--- config.mk ---
export PLATFORM = sky130hd
export DESIGN_NAME = ppm_train_gen
export DESIGN_NICKNAME = d
export VERILOG_FILES = /design/src/rtl/ppm_pkg.sv /design/src/rtl/ppm_clamp.sv /design/src/rtl/ppm_width_bank.sv /design/src/rtl/ppm_sequencer.sv /design/src/rtl/ppm_train_gen.sv
export SDC_FILE = /design/constraint.sdc
export NUM_CORES = 1
export LEC_CHECK = 0
export BUFFER_PORTS_ARGS = -buffer_cell sky130_fd_sc_hd__buf_2
export CAP_MARGIN = 25
export CORE_MARGIN = 2
export CORE_UTILIZATION = 54
export CTS_BUF_LIST = sky130_fd_sc_hd__clkbuf_8
export DETAILED_ROUTE_END_ITERATION = 8
export GPL_TIMING_DRIVEN = 0
export MAX_ROUTING_LAYER = met4
export PLACE_DENSITY = 0.78
export SLEW_MARGIN = 15
export SYNTH_ARGS = -nofsm -noshare
export SYNTH_HDL_FRONTEND = slang
export SYNTH_SLANG_ARGS = --single-unit
--- constraint.sdc ---
create_clock -name clk -period 4.77 [get_ports clk]
set_input_delay 0.2385 -clock clk [delete_from_list [all_inputs] [get_ports clk]]
set_output_delay 0.2385 -clock clk [all_outputs]
set_load 0.005 [all_outputs]
--- src/rtl/ppm_pkg.sv ---
package ppm_pkg;
  typedef enum logic {
    ST_SYNC = 1'b0,
    ST_SLOT = 1'b1
  } ppm_state_e;
endpackage

--- src/rtl/ppm_clamp.sv ---
module ppm_clamp #(
  parameter int N_CH   = 8,
  parameter int W      = 12,
  parameter int MIN_US = 800,
  parameter int MAX_US = 2200
) (
  input  logic [N_CH*W-1:0] raw,
  output logic [N_CH*W-1:0] lim
);
  localparam logic [W-1:0] LO = W'(MIN_US);
  localparam logic [W-1:0] HI = W'(MAX_US);

  for (genvar g = 0; g < N_CH; g++) begin : g_lane
    logic [W-1:0] v;
    assign v = raw[g*W +: W];
    assign lim[g*W +: W] = (v < LO) ? LO : ((v > HI) ? HI : v);
  end
endmodule

--- src/rtl/ppm_width_bank.sv ---
module ppm_width_bank #(
  parameter int N_CH  = 8,
  parameter int W     = 12,
  parameter int IDX_W = 4
) (
  input  logic              clk,
  input  logic              rst,
  input  logic              load,
  input  logic [N_CH*W-1:0] d_flat,
  input  logic [IDX_W-1:0]  rd_idx,
  output logic [W-1:0]      rd_width
);
  logic [W-1:0] bank [N_CH];

  always_ff @(posedge clk) begin
    if (rst) begin
      for (int i = 0; i < N_CH; i++) bank[i] <= '0;
    end else if (load) begin
      for (int i = 0; i < N_CH; i++) bank[i] <= d_flat[i*W +: W];
    end
  end

  always_comb begin
    rd_width = '0;
    for (int i = 0; i < N_CH; i++)
      if (rd_idx == IDX_W'(i)) rd_width = bank[i];
  end
endmodule

--- src/rtl/ppm_sequencer.sv ---
module ppm_sequencer
  import ppm_pkg::*;
#(
  parameter int N_CH    = 8,
  parameter int W       = 12,
  parameter int MARK_US = 500,
  parameter int SYNC_US = 5000,
  parameter int MAX_US  = 2200,
  parameter int IDX_W   = 4
) (
  input  logic             clk,
  input  logic             rst,
  input  logic             tick,
  input  logic             cycle_const,
  input  logic [W-1:0]     slot_width,
  output logic [IDX_W-1:0] rd_idx,
  output logic             load,
  output logic             ppm_out
);
  localparam int PERIOD = N_CH * MAX_US + SYNC_US;
  localparam int GAP_W  = $clog2(SYNC_US + 1);
  localparam int PER_W  = $clog2(PERIOD + 1);
  localparam logic [W-1:0]     MARK_LAST = W'(MARK_US - 1);
  localparam logic [GAP_W-1:0] GAP_LAST  = GAP_W'(SYNC_US - 1);
  localparam logic [PER_W-1:0] PER_LAST  = PER_W'(PERIOD - 1);
  localparam logic [PER_W-1:0] PER_INIT  = PER_W'(PERIOD - SYNC_US);
  localparam logic [IDX_W-1:0] LAST_IDX  = IDX_W'(N_CH);

  ppm_state_e       state;
  logic [GAP_W-1:0] gap_cnt;
  logic [PER_W-1:0] per_cnt;
  logic [W-1:0]     slot_cnt;
  logic [IDX_W-1:0] idx;
  logic             out_q;
  logic             open_now;

  assign open_now = (state == ST_SYNC) &&
                    (cycle_const ? (per_cnt == PER_LAST) : (gap_cnt == GAP_LAST));
  assign load    = tick && open_now;
  assign rd_idx  = idx;
  assign ppm_out = out_q;

  always_ff @(posedge clk) begin
    if (rst) begin
      state    <= ST_SYNC;
      gap_cnt  <= '0;
      per_cnt  <= PER_INIT;
      slot_cnt <= '0;
      idx      <= '0;
      out_q    <= 1'b0;
    end else if (tick) begin
      if (per_cnt != PER_LAST) per_cnt <= per_cnt + 1'b1;
      case (state)
        ST_SYNC: begin
          if (open_now) begin
            state    <= ST_SLOT;
            idx      <= '0;
            slot_cnt <= '0;
            out_q    <= 1'b1;
            per_cnt  <= '0;
          end else if (gap_cnt != GAP_LAST) begin
            gap_cnt <= gap_cnt + 1'b1;
          end
        end
        ST_SLOT: begin
          if (idx == LAST_IDX) begin
            if (slot_cnt == MARK_LAST) begin
              out_q   <= 1'b0;
              state   <= ST_SYNC;
              gap_cnt <= '0;
            end else begin
              slot_cnt <= slot_cnt + 1'b1;
            end
          end else if (slot_cnt == slot_width - 1'b1) begin
            out_q    <= 1'b1;
            idx      <= idx + 1'b1;
            slot_cnt <= '0;
          end else begin
            if (slot_cnt == MARK_LAST) out_q <= 1'b0;
            slot_cnt <= slot_cnt + 1'b1;
          end
        end
        default: state <= ST_SYNC;
      endcase
    end
  end
endmodule

--- src/rtl/ppm_train_gen.sv ---
module ppm_train_gen #(
  parameter int N_CH    = 8,
  parameter int W       = 12,
  parameter int MARK_US = 500,
  parameter int SYNC_US = 5000,
  parameter int MIN_US  = 800,
  parameter int MAX_US  = 2200
) (
  input  logic              clk,
  input  logic              rst,
  input  logic              tick_us,
  input  logic              cycle_const,
  input  logic [N_CH*W-1:0] ch_width,
  output logic              ppm_out
);
  localparam int IDX_W = $clog2(N_CH + 1);

  logic [N_CH*W-1:0] lim_flat;
  logic [IDX_W-1:0]  rd_idx;
  logic [W-1:0]      slot_width;
  logic              load;

  ppm_clamp #(.N_CH(N_CH), .W(W), .MIN_US(MIN_US), .MAX_US(MAX_US)) u_clamp (
    .raw (ch_width),
    .lim (lim_flat)
  );

  ppm_width_bank #(.N_CH(N_CH), .W(W), .IDX_W(IDX_W)) u_bank (
    .clk      (clk),
    .rst      (rst),
    .load     (load),
    .d_flat   (lim_flat),
    .rd_idx   (rd_idx),
    .rd_width (slot_width)
  );

  ppm_sequencer #(
    .N_CH(N_CH), .W(W), .MARK_US(MARK_US), .SYNC_US(SYNC_US),
    .MAX_US(MAX_US), .IDX_W(IDX_W)
  ) u_seq (
    .clk         (clk),
    .rst         (rst),
    .tick        (tick_us),
    .cycle_const (cycle_const),
    .slot_width  (slot_width),
    .rd_idx      (rd_idx),
    .load        (load),
    .ppm_out     (ppm_out)
  );
endmodule

==> impl_metrics.json, run 1 <==
{
  "num_vias": 6684,
  "holdPathEnd": "u_bank.bank[1][2]",
  "ant_nets": 0,
  "synth.largest_area_cell": "edfxtp_1",
  "cts-resized-gates": 0,
  "final-setup-viol-count": 0,
  "cts_root_buffer": "clkbuf_8",
  "hold_depth": 2,
  "final-max-slew-violation-count": 0,
  "layout.nets": 1020,
  "synth_area_leaders": "edfxtp_1 (37%), dfxtp_1 (12%), nor2_1 (4.9%), and2_1 (4.1%), a21oi_1 (2.6%)",
  "hpwl_mm": 14.80,
  "fin_worst_skew_ps": 14.37,
  "required_ps": 5090,
  "firstDrtPassIters": 5,
  "wl_mm": 19.70,
  "cp-start-kind": "flop",
  "globalRouteOverflowTotal": 0,
  "r2r_end": "u_seq.slot_cnt[8]",
  "final_hold_viol_count": 0,
  "num_rows": 43,
  "slew-limit-headroom_pct": 49.01,
  "yosys_warnings": 0,
  "cts_buffer_depth": 2,
  "tightest_slew_ps": 762.5,
  "design_area_sq_mm": 0.008930,
  "cts_tree": "done",
  "max_cap_viol_count": 0,
  "cts_buffers": 17,
  "ys_seq_area_share_pct": 48.81,
  "die_y_microns": 124.1,
  "top_layer_used": "met4",
  "hold_buffers": 0,
  "syn_nets": 901,
  "worst-path-max-fanout": 10,
  "post-cts-setup-buffer-count": 0,
  "clk_latency_ps": 460,
  "status": "complete, no violations",
  "wl_per_cell_microns": 17.83,
  "gpl.final_weighted_congestion": 1.014,
  "first_global_vias": 6157,
  "grt_max_degree": 54,
  "rrSetupSlack_ps": 630,
  "grt_setup_unrepaired": "no",
  "regArea_sq_mm": 0.003804,
  "layout-drive-gt1-share_pct": 16.97,
  "numClockSinks": 142,
  "async_flop_share_pct": 0,
  "core_sq_mm": 0.01399,
  "antenna_found_initial": 0,
  "synthesis.instances": 793,
  "hp-start": "ch_width[50]",
  "endpoint_kind": "flop",
  "stdcell_count": 1105,
  "setup_tns_ps": 0,
  "io_pins": 101,
  "die_area_sq_mm": 0.01541,
  "synth_ff_type": "edfxtp_1",
  "cellPowerDensity_mw_per_mm2": 279.3,
  "worstSetupPathType": "reg -> reg",
  "die_w_microns": 124.1,
  "synth.cell_area_sq_mm": 0.007792,
  "antenna_cells": 0,
  "placed_area_sq_mm": 0.008548,
  "wl_met3_mm": 1.334,
  "mostFrequentLayoutCell": "buf_2",
  "grt.total_usage_pct": 27.58,
  "synth_top_area_share_pct": 36.99,
  "synth-edff-count": 96,
  "post-route-min-period_ps": 4145,
  "post-route-drc-count": 0,
  "layout_common_cells": "buf_2 (109), nor2_1 (102), edfxtp_1 (96)",
  "initial_core_util_pct": 55.71,
  "area_growth_pct": 14.60,
  "dp_cells": 1073,
  "min_period_over_period_pct": 86.89,
  "r2r-start": "u_seq.rd_idx[0]",
  "ys_ff_latch": 142,
  "grt_pass1_wl_mm": 31.18,
  "drt-initial-drc-count": 629,
  "vdd_ir_drop_max_mv": 0.1827,
  "fillCellCount": 1164,
  "synthDistinctLibCells": 72,
  "io_buffers": 99,
  "reg2regPathDepth": 13,
  "viasPerCell": 6.049,
  "m1WireLength_mm": 8.380,
  "met2_length_mm": 9.308,
  "worstPathArrival_ps": 4470,
  "crit_path_start": "u_seq.rd_idx[0]",
  "p_leak_nw": 3.311,
  "avgSynthCellArea_sq_um": 9.827,
  "h-tree-depth": 4,
  "max_freq_ghz": 0.2413,
  "cts.clk_slew.worst_paths_ps": 80,
  "multi_input_area_sq_mm": 0.003766,
  "hold_class": "in -> reg"
}
layer usage:
layer | track usage (%) | vias to the layer above
met1 | 34.40 | 3138
met2 | 43.58 | 288
met3 | 5.723 | 47
met5 | - | -
li1 | - | 3211
met4 | 12.08 | 0
how the worst max path moves through the flow:
stage / end
after global routing: u_seq.slot_cnt[8]
after CTS: u_seq.slot_cnt[7]
after global placement: u_bank.bank[0][36]
after floorplan: u_bank.bank[0][0]
final: u_seq.slot_cnt[8]
after detailed placement: u_seq.slot_cnt[7]
synth_stat cells, types with 4 or more instances:
master       n
nand3b_1     9
dfxtp_1     46
a221oi_1    14
and2_1      51
a221o_1      4
nor4b_1      5
o311a_1      9
a21oi_1     40
a211o_1      4
nor3b_1      5
ha_1         8
nor2_1     102
nor4_1       9
and3_1       5
a31oi_1      4
o22ai_1      8
xnor2_1     18
o21ai_0     23
o221a_2      5
nand2_1     48
o21a_1       8
o31ai_1     10
nand4_1     12
nor2b_1     25
buf_2       10
o221ai_1     9
o311ai_0     8
a21boi_0     9
inv_1       20
nor3_1      30
a2bb2oi_1    4
or3_1        9
a211oi_1    10
edfxtp_1    96
or4_1        4
nand2b_1    15
clkbuf_1    17
nand3_1     16
xor2_1      20
layout make-up:
class	instances	area share, %
inverter	21	0.8827
clock buffer	17	2.620
multi-input combinational	598	42.17
timing repair buffer	100	5.857
sequential	142	42.59
tap	180	2.522
buffer	32	1.695
clock inverter	15	1.653
flip-flops by register name (all words and copies together) (netlist names):
name / cells
u_seq.per_cnt: 15
u_seq.rd_idx: 4
u_seq.gap_cnt: 13
u_seq.slot_cnt: 12
u_seq.ppm_out: 1
u_bank.bank: 96
u_seq.state: 1
cells by family after synthesis:
logic type / share of synthesized area, %
xor gates and xnor gates: 4.271
adders and majority gates: 1.285
muxes: 0.3854
buffers and inverters: 2.858
DFF: 48.81
AOI/OAI and AO/OA: 18.30
and+or+nand+nor: 24.08
power breakdown:
part / internal (W) / switching (W)
sequential: 0.00135 / 0.0000213
combinational: 0.0000812 / 0.000112
clock: 0.000460 / 0.000469
critical path, stage by stage, from the launching register on:
cell and delay (ps):
dfxtp_1 350, inv_1 130, ha_1 190, buf_4 190
buf_2 250, buf_2 300, a221oi_1 160, o32ai_1 660
nor2_1 100, and2_1 200, nor4_1 600, o2111ai_2 290
a21oi_2 470, nor4_1 110
per-stage QoR:
stage / setup slack (ps) / total power (W) / util [%] / hold WS, ps
2_1_floorplan: 44.02 / 0.001495 / - / 430.7
3_3_place_gp: -1443 / 0.001589 / 60.90 / 461.5
3_5_place_dp: 755.5 / 0.001590 / 61.11 / 477.3
4_1_cts: 732.6 / 0.002508 / 63.84 / 45.07
5_1_grt: 320.9 / 0.002574 / 63.84 / 71.30
6_report: 625.3 / 0.002494 / 63.84 / 72.49
Power figures use the tool's default switching activity.
==> run 2, diff against run 1 <==
Settings changed: CORE_MARGIN 2 to unset, CORE_UTILIZATION 54 to 46, PLACE_DENSITY 0.78 to 0.68.
==> run 2 against run 1 <==
Net effect:
- maximum frequency fell by 1.3%
- sequential share of layout area fell by 0.33 points
- wire length fell by 0.40%
- combinational power barely moved
- hold slack got worse by 5.0 ps
- flip-flop and latch count did not move
- via count fell by 2.4%
- final area rose by 0.77%
- die area rose by 13%
- core utilization fell by 9.6 points
- final cell count rose by 3.5%
- first-iteration DRC count fell by 19%
- critical path type unchanged
- largest cell class unchanged
==> impl_metrics.json, run 2 (synthesis gave the netlist of run 1 again) <==
{
  "status": "complete, no violations",
  "max_cap_viol_count": 0,
  "mostFrequentLayoutCell": "buf_2",
  "cts_buffers": 17,
  "grt_max_degree": 56,
  "dp_slack_ps": 646.5,
  "io_buffers": 99,
  "worst_hold_slack_ps": 67.44,
  "core_sq_mm": 0.01658,
  "p_leak_nw": 3.319,
  "endpoint_kind": "flop",
  "slew-limit-headroom_pct": 47.80,
  "final_hold_viol_count": 0,
  "worst-path-max-fanout": 10,
  "worst_path_max_delay_cell": "nor4_1",
  "fin_util_pct": 54.26,
  "max_freq_ghz": 0.2381,
  "grt_pass1_wl_mm": 31.56,
  "top_regs": "u_bank.bank x96, u_seq.per_cnt x15, u_seq.gap_cnt x13",
  "cellPowerDensity_mw_per_mm2": 283.4,
  "hpwl_mm": 14.88,
  "numClockSinks": 142,
  "fillCellCount": 1518,
  "cts_root_buffer": "clkbuf_8",
  "globalRouteOverflowTotal": 0,
  "initial_core_util_pct": 46.99,
  "area_growth_pct": 15.48,
  "cts_buffer_depth": 2,
  "cp_cell_sequence": "ha_1 > inv_1 > clkbuf_1 > o221ai_1 > o22ai_1 > a22o_1 > nor2_1 > and2_1 > nor4_1 > o2111ai_2 > a21oi_2 > nor4_1",
  "final-max-slew-violation-count": 0,
  "setup_ws_ps": 569.6,
  "cts_tree": "done",
  "die_area_sq_mm": 0.01746,
  "die_y_microns": 132.2,
  "cts.clk_slew.worst_paths_ps": 80,
  "post-cts-setup-buffer-count": 0,
  "drt-initial-drc-count": 511,
  "slowest_delay_ps": 600,
  "cp-start-kind": "flop",
  "viasPerCell": 5.703,
  "worstSetupPathType": "reg -> reg",
  "design_area_sq_mm": 0.008999,
  "post-route-drc-count": 0,
  "num_vias": 6524,
  "layout_common_cells": "buf_2 (109), nor2_1 (102), edfxtp_1 (96)",
  "cp_common_cell": "nor4_1",
  "layout-drive-gt1-share_pct": 17.10,
  "grt.total_usage_pct": 24.23,
  "fin_worst_skew_ps": 12.95,
  "tightest_slew_ps": 780.5,
  "hold_class": "in -> reg",
  "ant_nets": 0,
  "firstDrtPassIters": 5,
  "clk_latency_ps": 460,
  "top_register": "u_bank.bank",
  "layout.nets": 1020,
  "crit_buf_inv": 2,
  "post-route-min-period_ps": 4200,
  "largest_register_ffs": 96,
  "num_rows": 47,
  "vdd_ir_drop_max_mv": 0.2113,
  "grt_setup_unrepaired": "no",
  "required_ps": 5090,
  "antenna_found_initial": 0,
  "regArea_sq_mm": 0.003804,
  "cp_top_family": "compound AO/OA/AOI/OAI gates",
  "hold_buffers": 0,
  "power.total_w": 0.002551,
  "gpl.final_weighted_congestion": 0.9380,
  "antenna_cells": 0,
  "wl_mm": 19.62,
  "min_period_over_period_pct": 88.06,
  "final-setup-viol-count": 0,
  "first_global_vias": 6079,
  "placed_area_sq_mm": 0.008598,
  "multi_input_area_sq_mm": 0.003766,
  "h-tree-depth": 4,
  "io_pins": 101,
  "wl_per_cell_microns": 17.15,
  "die_w_microns": 132.2,
  "worstPathArrival_ps": 4520,
  "cts-resized-gates": 0
}
## run 2: power by group
part	leakage (nW)	internal (W)	switching [W]	total, W
logic	1.77	0.0000812	0.000111	0.000192
clock network	0.198	0.000513	0.000475	0.000988
registers	1.35	0.00135	0.0000204	0.00137
total	3.32	0.00194	0.000606	0.00255
## run 2: path summary, 6_finish.rpt
path                                  startpoint            endpoint  slack (ps)  depth (start not counted)
worst max-delay path             u_seq.rd_idx[0]  u_seq.slot_cnt[10]         570                         12
worst min-delay path                ch_width[62]  u_bank.bank[1][14]          70                          2
worst max register to register   u_seq.rd_idx[0]  u_seq.slot_cnt[10]         570                         12
worst min register to register  u_seq.per_cnt[1]    u_seq.per_cnt[1]         480                          2
## run 2: through the flow
| step | TNS, ps | instances |
|---|---|---|
| after global routing | 0 | 1144 |
| after floorplan | 0 | 793 |
| final | 0 | 1144 |
| after detailed placement | 0 | 1113 |
| after CTS | 0 | 1144 |
| after global placement | -165920 | 1112 |
## run 2: worst register-to-register path: cells and delay by family (launching register included)
family	cells	cell delay, ps
flops	1	340
compound gates	5	1680
simple gates	4	960
buf+inv	2	820
fa+ha+maj	1	280
## run 2: metal layers
layer  wire [microns]  global-route usage (%)  vias to the layer above
met4              644                   11.30                        0
met2             9090                   37.36                      198
li1                 -                       -                     3213
met3              986                   4.960                       49
met1             8899                   30.57                     3064
met5                0                       -                        -
## run 2: cell type report
class                      instances  share of cell area, %
inverter                          21                 0.8760
timing repair buffer             100                  5.812
clock inverter                    14                  1.849
multi-input combinational        598                  41.85
sequential                       142                  42.27
clock buffer                      17                  2.600
buffer                            32                  1.682
tap                              220                  3.059
==> run 3, diff against run 2 <==
Settings changed: CORE_UTILIZATION 46 to 59, PLACE_DENSITY 0.68 to 0.81.
Clock period 4.77 ns to 5 ns, I/O delays scaled along.
==> run 3 against run 2 <==
Net effect:
- core utilization rose by 16 points
- final area about the same
- non-clock buffer count grew 2
- die area decreased by 22%
- sequential power shrank 4%
- flip-flop and latch count stayed put
- worst setup slack gained 150 ps
- total power decreased by 2.5%
- critical path depth rose by 2
- via count rose by 5.0%
- first-iteration DRC count rose by 31%
- critical endpoint is now u_seq.slot_cnt[5]
- register-to-register slack improved by 150 ps
- largest cell class unchanged
==> impl_metrics.json, run 3 (synthesis gave the netlist of run 1 again) <==
{
  "status": "complete, no violations",
  "cellPowerDensity_mw_per_mm2": 276.5,
  "io_pins": 101,
  "cp_top_family": "compound AO/OA/AOI/OAI gates",
  "cts_tree": "done",
  "slowest_delay_ps": 480,
  "vdd_ir_drop_max_mv": 0.2079,
  "max_freq_ghz": 0.2334,
  "crit_buf_inv": 1,
  "antenna_cells": 0,
  "multi_input_area_sq_mm": 0.003766,
  "largest_register_ffs": 96,
  "endpoint_kind": "flop",
  "final_hold_viol_count": 0,
  "clk_latency_ps": 450,
  "regArea_sq_mm": 0.003804,
  "top_register": "u_bank.bank",
  "final-setup-viol-count": 0,
  "required_ps": 5310,
  "grt.total_usage_pct": 33.17,
  "drt-initial-drc-count": 668,
  "cts_root_buffer": "clkbuf_8",
  "post-route-min-period_ps": 4285,
  "die_area_sq_mm": 0.01367,
  "layout.nets": 1022,
  "numClockSinks": 142,
  "core_sq_mm": 0.01277,
  "wl_per_cell_microns": 19.06,
  "cp-start-kind": "flop",
  "slew-limit-headroom_pct": 38.67,
  "ant_nets": 0,
  "first_global_vias": 6498,
  "worst_path_max_delay_cell": "a21oi_2",
  "fin_util_pct": 70.40,
  "grt_pass1_wl_mm": 32.47,
  "min_period_over_period_pct": 85.69,
  "cp_cell_sequence": "ha_1 > or3_1 > buf_2 > a221oi_1 > a2bb2oi_1 > nor2_1 > ha_1 > xnor2_1 > nor2_1 > o21ai_0 > a2111oi_4 > o2111ai_2 > a21oi_2 > nor4_1",
  "viasPerCell": 6.232,
  "p_leak_nw": 3.355,
  "hold_class": "in -> reg",
  "max_cap_viol_count": 0,
  "p_switching_w": 0.0005767,
  "area_growth_pct": 15.40,
  "p_clk_share_pct": 39.8,
  "post-cts-setup-buffer-count": 0,
  "globalRouteOverflowTotal": 0,
  "layout_common_cells": "buf_2 (110), nor2_1 (102), edfxtp_1 (96)",
  "num_rows": 41,
  "cts.clk_slew.worst_paths_ps": 80,
  "num_vias": 6849,
  "io_buffers": 99,
  "worst-path-max-fanout": 10,
  "dp_cells": 1067,
  "layout-drive-gt1-share_pct": 17.26,
  "grt_max_degree": 38,
  "internal_power_w": 0.001909,
  "switching_share_pct": 23.19,
  "hpwl_mm": 15.99,
  "cts-resized-gates": 0,
  "pwr-share-comb_pct": 7.6,
  "top_regs": "u_bank.bank x96, u_seq.per_cnt x15, u_seq.gap_cnt x13",
  "hold_buffers": 0,
  "setup_ws_ps": 715.4,
  "cts_buffer_depth": 2,
  "stdcell_count": 1099,
  "gpl.final_weighted_congestion": 0.9353,
  "die_y_microns": 116.9,
  "final-max-slew-violation-count": 0,
  "firstDrtPassIters": 6,
  "fin_worst_skew_ps": 14.36,
  "fillCellCount": 960,
  "worstPathArrival_ps": 4590,
  "tightest_slew_ps": 917.2,
  "wl_mm": 20.95,
  "post-route-drc-count": 0,
  "cts_buffers": 17,
  "pwr-share-seq_pct": 52.6,
  "h-tree-depth": 4,
  "antenna_found_initial": 0,
  "worstSetupPathType": "reg -> reg",
  "dp_slack_ps": 809.7,
  "mostFrequentLayoutCell": "buf_2",
  "initial_core_util_pct": 61.00,
  "grt_setup_unrepaired": "no",
  "die_w_microns": 116.9
}
[run 3: cell types whose count changed in the layout (fill, tap and decap cells not counted), sizes merged]
| cell | previous run | this run |
|---|---|---|
| bufinv | 3 | 4 |
| inv | 25 | 24 |
| buf | 115 | 117 |
| clkinv | 4 | 8 |
| clkinvlp | 3 | 0 |
[run 3: power groups by stage]
stage               clock network [W]  registers, W   logic, W
floorplan                           0       0.00133  0.0000978
finish                       0.000989       0.00131   0.000190
global placement                    0       0.00134   0.000172
global route                  0.00104       0.00131   0.000209
CTS                          0.000996       0.00131   0.000189
detailed placement                  0       0.00133   0.000187
[run 3: stage by stage]
step / total power (W) / area, sq um / setup TNS, ps / hold WS [ps]
2_1_floorplan: 0.001426 / 7792 / 0 / 442.2
3_3_place_gp: 0.001510 / 8503 / -127300 / 467.7
3_5_place_dp: 0.001520 / 8564 / 0 / 488.3
4_1_cts: 0.002492 / 8992 / 0 / 66.33
5_1_grt: 0.002562 / 8992 / 0 / 71.92
6_report: 0.002486 / 8992 / 0 / 86.05
[run 3: worst register-to-register path: stages (launching register included)]
cell       delay [ps]
dfxtp_1           340
ha_1              280
or3_1             320
buf_2             160
a221oi_1          440
a2bb2oi_1         310
nor2_1            150
ha_1              280
xnor2_1           180
nor2_1            160
o21ai_0           160
a2111oi_4         460
o2111ai_2         290
a21oi_2           480
nor4_1            130
[run 3: per-layer routing]
layer / share of wire [%] / vias to the layer above / GRT usage [%]
li1: - / 3229 / -
met1: 41 / 3290 / 39.65
met2: 49 / 279 / 54.04
met3: 6.1 / 51 / 6.746
met4: 3.5 / 0 / 15.70
met5: 0 / - / -
[run 3: cell type report]
cell class	instances	area share, %
buffer	32	1.614
clock buffer	17	2.602
clock inverter	15	2.157
inverter	21	0.8766
multi-input combinational	598	41.88
sequential	142	42.30
tap	172	2.393
timing repair buffer	102	6.178
[run 3: worst paths after layout]
path / startpoint / to / slack, ps / depth (start not counted)
hold / removal: ch_width[26] / u_bank.bank[0][26] / 90 / 2
setup / recovery: u_seq.rd_idx[0] / u_seq.slot_cnt[5] / 720 / 14
setup reg to reg: u_seq.rd_idx[0] / u_seq.slot_cnt[5] / 720 / 14
hold reg to reg: u_seq.per_cnt[1] / u_seq.per_cnt[1] / 500 / 2
